$ cat src/rtl/thermal_pkg.sv
package thermal_pkg;

    // Per-side gate driver mode, encoding fixed by the requirements
    typedef enum logic [1:0] {
        DRV_NORMAL = 2'b00,
        DRV_SINK   = 2'b01,
        DRV_OFF    = 2'b10
    } drv_mode_e;

    // Shutdown sequencer states
    typedef enum logic [1:0] {
        SEQ_IDLE    = 2'b00,
        SEQ_HS_SINK = 2'b01,
        SEQ_HS_OFF  = 2'b10
    } seq_state_e;

    // Comparator lanes: an entry and an exit condition per flag
    localparam int unsigned NUM_FLAGS = 2;
    localparam int unsigned NUM_COND  = 2 * NUM_FLAGS;
    localparam int unsigned WARN_IDX  = 0;
    localparam int unsigned SD_IDX    = 1;

    typedef struct packed {
        drv_mode_e ls;
        drv_mode_e hs;
        logic      cp_off;
    } drv_ctrl_t;

    // Set has priority; clear only removes a flag that is held
    function automatic logic flag_next(input logic cur, input logic set, input logic clr);
        return set | (cur & ~clr);
    endfunction

    // Driver outputs are a pure function of the sequencer state
    function automatic drv_ctrl_t drv_from_state(input seq_state_e s);
        drv_ctrl_t d;
        case (s)
            SEQ_IDLE:    d = '{ls: DRV_NORMAL, hs: DRV_NORMAL, cp_off: 1'b0};
            SEQ_HS_SINK: d = '{ls: DRV_SINK,   hs: DRV_SINK,   cp_off: 1'b1};
            default:     d = '{ls: DRV_SINK,   hs: DRV_OFF,    cp_off: 1'b1};
        endcase
        return d;
    endfunction

endpackage

$ cat src/rtl/qual_filter.sv
module qual_filter #(
    parameter int unsigned CNT_W = 8
) (
    input  logic             clk_i,
    input  logic             rst_i,
    input  logic             cond_i,
    input  logic [CNT_W-1:0] len_i,
    output logic             qual_o
);

    logic [CNT_W-1:0] run_q;
    logic             qual_q;

    // Counts consecutive high samples; qualifies once the run exceeds len_i
    always_ff @(posedge clk_i) begin
        if (rst_i || !cond_i) begin
            run_q  <= '0;
            qual_q <= 1'b0;
        end else if (run_q >= len_i) begin
            qual_q <= 1'b1;
        end else begin
            run_q <= run_q + 1'b1;
        end
    end

    assign qual_o = qual_q;

endmodule

$ cat src/rtl/fault_flag.sv
module fault_flag
    import thermal_pkg::*;
(
    input  logic clk_i,
    input  logic rst_i,
    input  logic set_i,
    input  logic clr_i,
    output logic flag_o
);

    logic flag_q;

    always_ff @(posedge clk_i) begin
        if (rst_i) flag_q <= 1'b0;
        else       flag_q <= flag_next(flag_q, set_i, clr_i);
    end

    assign flag_o = flag_q;

endmodule

$ cat src/rtl/hs_sequencer.sv
module hs_sequencer
    import thermal_pkg::*;
#(
    parameter int unsigned SINK_TICKS = 8
) (
    input  logic      clk_i,
    input  logic      rst_i,
    input  logic      sd_set_i,
    input  logic      sd_clr_i,
    input  logic      tick_i,
    input  logic      margin_i,
    output drv_ctrl_t drv_o
);

    localparam int unsigned TW = $clog2(SINK_TICKS + 1);
    localparam logic [TW-1:0] LAST_TICK = TW'(SINK_TICKS - 1);

    seq_state_e    state_q;
    logic [TW-1:0] tick_cnt_q;

    always_ff @(posedge clk_i) begin
        if (rst_i) begin
            state_q    <= SEQ_IDLE;
            tick_cnt_q <= '0;
        end else begin
            case (state_q)
                SEQ_IDLE: begin
                    tick_cnt_q <= '0;
                    if (sd_set_i) state_q <= margin_i ? SEQ_HS_SINK : SEQ_HS_OFF;
                end
                SEQ_HS_SINK: begin
                    if (sd_clr_i) begin
                        state_q <= SEQ_IDLE;
                    end else if (!margin_i) begin
                        state_q <= SEQ_HS_OFF;
                    end else if (tick_i) begin
                        if (tick_cnt_q == LAST_TICK) state_q <= SEQ_HS_OFF;
                        else                         tick_cnt_q <= tick_cnt_q + 1'b1;
                    end
                end
                SEQ_HS_OFF: begin
                    if (sd_clr_i) state_q <= SEQ_IDLE;
                end
                default: state_q <= SEQ_IDLE;
            endcase
        end
    end

    assign drv_o = drv_from_state(state_q);

endmodule

$ cat src/rtl/thermal_fault_ctrl.sv
module thermal_fault_ctrl
    import thermal_pkg::*;
#(
    parameter int unsigned FILT_W     = 8,
    parameter int unsigned SINK_TICKS = 8
) (
    input  logic              clk_i,
    input  logic              rst_i,
    input  logic [FILT_W-1:0] filt_len_i,
    input  logic              warn_above_i,
    input  logic              warn_below_i,
    input  logic              sd_above_i,
    input  logic              sd_below_i,
    input  logic              rc_strobe_i,
    input  logic              tick_i,
    input  logic              cp_margin_i,
    output logic              warn_flag_o,
    output logic              sd_flag_o,
    output logic [1:0]        ls_mode_o,
    output logic [1:0]        hs_mode_o,
    output logic              cp_disable_o
);

    // Lane 2k is the entry condition of flag k, lane 2k+1 its exit condition
    logic [NUM_COND-1:0]  cond_vec;
    logic [NUM_COND-1:0]  qual_vec;
    logic [NUM_FLAGS-1:0] flag_set;
    logic [NUM_FLAGS-1:0] flag_clr;
    logic [NUM_FLAGS-1:0] flag_vec;
    logic                 sd_set_evt;
    logic                 sd_clr_evt;
    drv_ctrl_t            drv;

    assign cond_vec = {sd_below_i, sd_above_i, warn_below_i, warn_above_i};

    for (genvar i = 0; i < NUM_COND; i++) begin : g_filt
        qual_filter #(.CNT_W(FILT_W)) u_filt (
            .clk_i  (clk_i),
            .rst_i  (rst_i),
            .cond_i (cond_vec[i]),
            .len_i  (filt_len_i),
            .qual_o (qual_vec[i])
        );
    end

    for (genvar k = 0; k < NUM_FLAGS; k++) begin : g_flag
        assign flag_set[k] = qual_vec[2*k];
        assign flag_clr[k] = rc_strobe_i & qual_vec[2*k+1] & ~qual_vec[2*k];
        fault_flag u_flag (
            .clk_i  (clk_i),
            .rst_i  (rst_i),
            .set_i  (flag_set[k]),
            .clr_i  (flag_clr[k]),
            .flag_o (flag_vec[k])
        );
    end

    // Sequencer steps on the same edge as the shutdown flag changes
    assign sd_set_evt = flag_set[SD_IDX] & ~flag_vec[SD_IDX];
    assign sd_clr_evt = flag_clr[SD_IDX] &  flag_vec[SD_IDX];

    hs_sequencer #(.SINK_TICKS(SINK_TICKS)) u_seq (
        .clk_i    (clk_i),
        .rst_i    (rst_i),
        .sd_set_i (sd_set_evt),
        .sd_clr_i (sd_clr_evt),
        .tick_i   (tick_i),
        .margin_i (cp_margin_i),
        .drv_o    (drv)
    );

    assign warn_flag_o  = flag_vec[WARN_IDX];
    assign sd_flag_o    = flag_vec[SD_IDX];
    assign ls_mode_o    = drv.ls;
    assign hs_mode_o    = drv.hs;
    assign cp_disable_o = drv.cp_off;

endmodule

$ cat config.mk
export PLATFORM = sky130hd
export DESIGN_NAME = thermal_fault_ctrl
export DESIGN_NICKNAME = d
export VERILOG_FILES = /design/src/rtl/thermal_pkg.sv /design/src/rtl/qual_filter.sv /design/src/rtl/fault_flag.sv /design/src/rtl/hs_sequencer.sv /design/src/rtl/thermal_fault_ctrl.sv
export SDC_FILE = /design/constraint.sdc
export NUM_CORES = 1
export LEC_CHECK = 0
export ABC_AREA = 1
export BUFFER_PORTS_ARGS = -buffer_cell sky130_fd_sc_hd__buf_4
export CORE_MARGIN = 2
export CORE_UTILIZATION = 40
export DETAILED_ROUTE_END_ITERATION = 12
export HOLD_SLACK_MARGIN = 0.1
export SYNTH_ARGS = -nofsm -noshare
export SYNTH_HDL_FRONTEND = slang
export SYNTH_HIERARCHICAL = 1
export SYNTH_SLANG_ARGS = --single-unit
$ cat constraint.sdc
create_clock -name clk_i -period 1.5 [get_ports clk_i]
set_input_delay 0 -clock clk_i [delete_from_list [all_inputs] [get_ports clk_i]]
set_output_delay 0 -clock clk_i [all_outputs]
set_load 0.01 [all_outputs]
==> impl_metrics.tcl, run 1 <==
set metrics [dict create \
    fp.dieArea_um2 9090 \
    cap_violations 0 \
    postLayoutCoreUtil_pct 53.4 \
    synth-xor-area-share_pct 0 \
    routabilityCongestion 0.828 \
    r2r_cells 10 \
    cts_tree "done" \
    n_antenna_cell 0 \
    worst_setup_path_start_kind "flip-flop" \
    setup.worst_path.end_class "flip-flop" \
    grt_antenna_before_repair 0 \
    clk_path_buf_depth 2 \
    cp_data_arrival_time_ns 1.70 \
    layout-drive-gt1-share_pct 29.3 \
    ys_types 24 \
    grtUsageTotal_pct 16.6 \
    die_w_um 95.4 \
    grt_pass1_vias 2810 \
    hp-class "in2reg" \
    clock_skew_ns 0.00301 \
    p_per_area_nw_per_um2 557 \
    ys_warn_count 6 \
    layout_common_cells "nand2_1 (128), inv_1 (103), nor2_1 (61)" \
    critPathLaunch "g_filt[3].u_filt/run_q[6]" \
    yosys.area_share.simple_pct 37.9 \
    syn-cell-area_um2 3340 \
    synth_top_family_by_area "simple AND/OR/NAND/NOR gates" \
    io_buffers 22 \
    outcome "complete, no violations" \
    coreArea_um2 8130 \
    hold_ws_ns 0.0984 \
    regToRegSetupSlack_ns 0.04 \
    ys_seq_elements 44 \
    synth_fa_ha_area_share_pct 13.9 \
    vias_per_cell 4.70 \
    hpwl_mm 5.41 \
    ioPinCount 24 \
    ant_nets 0 \
    cp_max_fo 5 \
    clock_latency_ns 0.30 \
    cp.required_ns 1.74 \
    drtPass1Iterations 4 \
    grt_setup_unrepaired "yes" \
    die_y_um 95.4 \
    path_class "reg2reg" \
    synth_fp_nets 586 \
    hold_viol 0 \
    initial_core_util_pct 41.0 \
    cts_buffers 5 \
    hold_depth 5 \
    p_leak_nw 2.29 \
    synth-seq-area-share_pct 26.4 \
    synth_compound_area_share_pct 7.08 \
    fin_crit_sh_pct 97.4 \
    r2r-start "g_filt[3].u_filt/run_q[6]" \
    area_growth_pct 30.0 \
    r2r-end "g_filt[3].u_filt/run_q[1]" \
    wl_mm 7.81 \
    drc_errors 0 \
    row_count 33 \
    grt_pass1_wl_mm 11.9 \
    clk_pin_slew_ns 0.08 \
    fin_crit_ns 1.46 \
    irDropWorstVdd_mv 0.324 \
    hold_end "g_filt[0].u_filt/run_q[1]" \
    drt_iter0_markers 62 \
    drt-wirelength-per-cell_um 11.3 \
    gr-total-overflow 0 \
    syn_avg_cell_area_um2 6.27 \
    drv_slew 0 \
    synthCells 532 \
    cts_root_buf "clkbuf_8" \
    cts.sinks 44 \
    finalSetupViolations 0 \
    layout_commonest_cell "nand2_1" \
    fmax_mhz 684 \
    muxShareOfSynthArea_pct 0 \
    min_from "warn_above_i" \
    final_nets 642 \
    grt_max_degree 13 \
    cts_max_level 2 \
    vias 3258 \
]
==> sequential cells by signal, indices dropped and copies added (netlist names) <==
name / count
u_seq/state_q: 2
g_flag.u_flag/flag_o: 2
g_filt.u_filt/run_q: 32
g_filt.u_filt/qual_o: 4
u_seq/tick_cnt_q: 4
==> how the worst max path moves through the flow <==
stage                     slack (ns)  cells past startpoint                        end
final                           0.04                     10  g_filt[3].u_filt/run_q[1]
after global routing           -0.05                      9  g_filt[3].u_filt/run_q[6]
after CTS                      0.001                      7    g_filt[1].u_filt/qual_o
after detailed placement        0.01                     12  g_filt[0].u_filt/run_q[3]
after global placement          0.03                      7    g_filt[1].u_filt/qual_o
after floorplan                 0.11                     12  g_filt[0].u_filt/run_q[4]
==> worst max-delay path, stage by stage, from the launching register on <==
cell	delay [ns]
dfxtp_1	0.40
ha_1	0.27
nand2_2	0.11
inv_1	0.06
nand2_2	0.10
nand2_2	0.08
inv_2	0.07
nand3_4	0.09
nand2_1	0.08
nand2_1	0.05
nor2_1	0.10
==> synthesized netlist by cell type <==
| cell | count | area, um^2 |
|---|---|---|
| nand3_1 | 40 | 200 |
| o22ai_1 | 1 | 6.26 |
| ha_1 | 37 | 463 |
| a21oi_1 | 35 | 175 |
| a21oi_2 | 3 | 26.3 |
| clkbuf_1 | 1 | 3.75 |
| dfxtp_1 | 44 | 881 |
| nand2_2 | 5 | 31.3 |
| inv_2 | 2 | 7.51 |
| nand3_2 | 5 | 50.1 |
| o21ai_2 | 1 | 8.76 |
| conb_1 | 1 | 3.75 |
| nor2_1 | 70 | 263 |
| nand2_4 | 2 | 22.5 |
| nor2_8 | 1 | 20.0 |
| or2_1 | 1 | 6.26 |
| buf_6 | 4 | 45.0 |
| nand4_1 | 6 | 37.5 |
| nand2_1 | 145 | 544 |
| buf_4 | 2 | 15.0 |
| o21ai_0 | 4 | 20.0 |
| nor2_2 | 9 | 56.3 |
| inv_1 | 111 | 417 |
| nand3_4 | 2 | 35.0 |
==> per-layer routing <==
metal | track usage [%] | share of wire, %
met1 | 20.7 | 47
met2 | 29.3 | 50
met3 | 2.85 | 2.7
met4 | 4.35 | 0.74
met5 | 0 | 0
==> cells by family (layout without fill, tap and decap cells) <==
kind of cell,count (synthesis),in the layout
buffers and inverters,120,172
AOI/OAI and AO/OA,44,44
other,1,1
and+or+nand+nor,286,290
DFF,44,44
adders and majority gates,37,37
==> timing repair <==
item | in CTS | in global routing
hold endpoints to repair | 23 | 0
pin swaps | 0 | 22
hold buffers | 4 | 0
cloned | 0 | 4
buffers inserted | 0 | 8
endpoints found under the setup margin | 1 | 36
gates resized for setup | 1 | 101
==> stage by stage <==
step	power (mW)	cell area (um^2)	setup TNS (ns)	setup WS [ns]	std cells
floorplan	1.41	3340	0	0.111	532
global placement	1.52	3710	0	0.0317	670
detailed placement	1.52	3710	0	0.0109	670
CTS	2.38	3850	0	0.00105	681
global route	2.55	4340	-0.387	-0.0500	693
finish	2.42	4340	0	0.0384	693
==> area by class of cell <==
class / count / area (um^2)
fillers: 789 / 3790
multi-input cells: 372 / 2390
flip-flops and latches: 44 / 896
inverters: 113 / 424
repair buffers: 52 / 400
well taps: 105 / 131
clock buffers: 7 / 96.3
==> where the power goes <==
group	leakage (nW)	switching (mW)	internal [mW]
registers	0.361	0.0112	1.18
clock network	0.0503	0.419	0.411
logic	1.87	0.224	0.171
No activity file was read; power rests on OpenSTA's default activity.
==> run 2, diff against run 1 <==
--- a/config.mk
+++ b/config.mk
@@ -6,10 +6,10 @@
 export NUM_CORES = 1
 export LEC_CHECK = 0
 export ABC_AREA = 1
-export BUFFER_PORTS_ARGS = -buffer_cell sky130_fd_sc_hd__buf_4
 export CORE_MARGIN = 2
-export CORE_UTILIZATION = 40
+export CORE_UTILIZATION = 37
 export DETAILED_ROUTE_END_ITERATION = 12
+export DONT_BUFFER_PORTS = 1
 export HOLD_SLACK_MARGIN = 0.1
 export SYNTH_ARGS = -nofsm -noshare
 export SYNTH_HDL_FRONTEND = slang
==> run 2 against run 1 <==
Effect of this change:
- sequential share of layout area increased by 0.40 points
- core utilization shrank 4.0 points
- clock skew rose by 0.0068 ns
- routed wire length up 1.2%
- sequential power about the same
- largest cell class unchanged
- highest routed layer unchanged
==> impl_metrics.tcl, run 2 (synthesis results as in run 1) <==
set metrics [dict create \
    die_w_um 99.0 \
    irDropWorstVdd_mv 0.576 \
    setup.worst_path.end_class "flip-flop" \
    cts_max_level 2 \
    grt_max_degree 15 \
    cts.sinks 44 \
    clk_pin_slew_ns 0.09 \
    cp_max_fo 4 \
    worst_path_largest_cell_delay_ns 0.35 \
    drv_slew 0 \
    clock_skew_ns 0.00986 \
    grtUsageMet2_pct 27.1 \
    die_y_um 99.0 \
    final_nets 627 \
    hold_viol 0 \
    grtUsageTotal_pct 15.1 \
    wl_mm 7.91 \
    cts_root_buf "clkbuf_8" \
    clk_path_buf_depth 2 \
    r2r-start "g_filt[1].u_filt/run_q[6]" \
    fmax_mhz 693 \
    p_per_area_nw_per_um2 652 \
    largest_register "g_filt.u_filt/run_q" \
    grt_setup_unrepaired "yes" \
    drc_errors 0 \
    layout_common_cells "nand2_1 (127), inv_1 (102), nor2_1 (60)" \
    r2r-end "g_filt[1].u_filt/run_q[7]" \
    met3_usage_pct 2.98 \
    dpl.cell_count 652 \
    path_class "reg2reg" \
    grt-busiest-layer "met2" \
    hpwl_mm 5.51 \
    routabilityCongestion 0.786 \
    grt_pass1_vias 2819 \
    hold_depth 5 \
    area_growth_pct 28.8 \
    initial_core_util_pct 38.3 \
    setup_tns_ns 0 \
    fin_crit_ns 1.44 \
    gr-total-overflow 0 \
    cp_data_arrival_time_ns 1.64 \
    cts_buffers 5 \
    postLayoutCoreUtil_pct 49.3 \
    hp-class "in2reg" \
    vias_per_cell 4.72 \
    ant_nets 0 \
    outcome "complete, no violations" \
    cp_slowest_cell "dfxtp_2" \
    grt_util_met1_pct 18.6 \
    ioPinCount 24 \
    p_leak_nw 2.24 \
    fin_crit_sh_pct 96.3 \
    drt-wirelength-per-cell_um 11.6 \
    largest_register_ffs 32 \
    slew_headroom_pct 64.9 \
    io_buffers 0 \
    layout-drive-gt1-share_pct 28.6 \
    r2r_cells 9 \
    row_count 34 \
    hold_end "g_filt[0].u_filt/qual_o" \
    cap_violations 0 \
    min_from "filt_len_i[0]" \
    cts_tree "done" \
    cp.required_ns 1.70 \
    fp.dieArea_um2 9800 \
    coreArea_um2 8720 \
    drtPass1Iterations 4 \
    worst_setup_path_start_kind "flip-flop" \
    worst_slew_pin_slew_ns 0.525 \
    grt_pass1_wl_mm 12.2 \
    grt_antenna_before_repair 0 \
    path_cells "ha_1 -> nand2_2 -> inv_1 -> nand2_2 -> nand3_2 -> nor2_4 -> nand3_2 -> nand2_1 -> nor2_1" \
    clock_latency_ns 0.30 \
    regToRegSetupSlack_ns 0.06 \
    final_cells 682 \
    vias 3218 \
    n_antenna_cell 0 \
    layout_commonest_cell "nand2_1" \
    drt_iter0_markers 75 \
    finalSetupViolations 0 \
]
## run 2: how the worst max path moves through the flow
stage                                      endpoint  cells after the start                 startpoint  slack [ns]
after floorplan           g_filt[0].u_filt/run_q[4]                     12  g_filt[0].u_filt/run_q[0]        0.11
after global placement      g_filt[3].u_filt/qual_o                      7  g_filt[3].u_filt/run_q[7]        0.03
after detailed placement  g_filt[1].u_filt/run_q[7]                     12  g_filt[1].u_filt/run_q[0]       -0.02
after CTS                 g_filt[2].u_filt/run_q[4]                     12  g_filt[2].u_filt/run_q[0]      0.0004
after global routing      g_filt[2].u_filt/run_q[1]                     10  g_filt[2].u_filt/run_q[6]       -0.03
final                     g_filt[1].u_filt/run_q[7]                      9  g_filt[1].u_filt/run_q[6]        0.06
## run 2: routing by layer
layer | routed length [um] | part of all wire (%)
met5 | 0 | 0
met1 | 3640 | 46
met3 | 232 | 2.9
met2 | 3930 | 50
met4 | 102 | 1.3
## run 2: power breakdown
part	switching [mW]	leakage, nW	internal, mW
registers	0.0102	0.364	1.18
clock network	0.433	0.0784	0.833
logic	0.198	1.79	0.148
## run 2: per-stage QoR
| stage | hold WS [ns] | worst slack (ns) | cell area [um^2] | total power [mW] |
|---|---|---|---|---|
| 2_1_floorplan | 0.0624 | 0.111 | 3340 | 1.41 |
| 3_3_place_gp | 0.0649 | 0.0319 | 3550 | 1.45 |
| 3_5_place_dp | 0.0658 | -0.0164 | 3550 | 1.46 |
| 4_1_cts | 0.191 | 0.000417 | 3810 | 2.76 |
| 5_1_grt | 0.208 | -0.0315 | 4300 | 2.94 |
| 6_report | 0.167 | 0.0560 | 4300 | 2.80 |
## run 2: final cells by class
| class | instances | area [um^2] |
|---|---|---|
| clock inverter | 3 | 90.1 |
| tap | 108 | 135 |
| multi-input combinational | 372 | 2380 |
| fill | 846 | 4420 |
| timing repair buffer | 37 | 298 |
| sequential | 44 | 905 |
| inverter | 113 | 424 |
| clock buffer | 5 | 68.8 |
## run 2: critical path, delay by kind of cell, from the launching register on
family	cells	cell delay, ns
simple gates	7	0.66
flops	1	0.35
buf+inv	1	0.05
fa+ha+maj	1	0.29
## run 2: what timing repair did
item	CTS	global route
hold buffers	8	0
resized for setup	6	107
gates cloned	0	4
setup endpoints to repair	9	36
buffers inserted	0	10
hold endpoints to repair	44	0
pin swaps	0	32
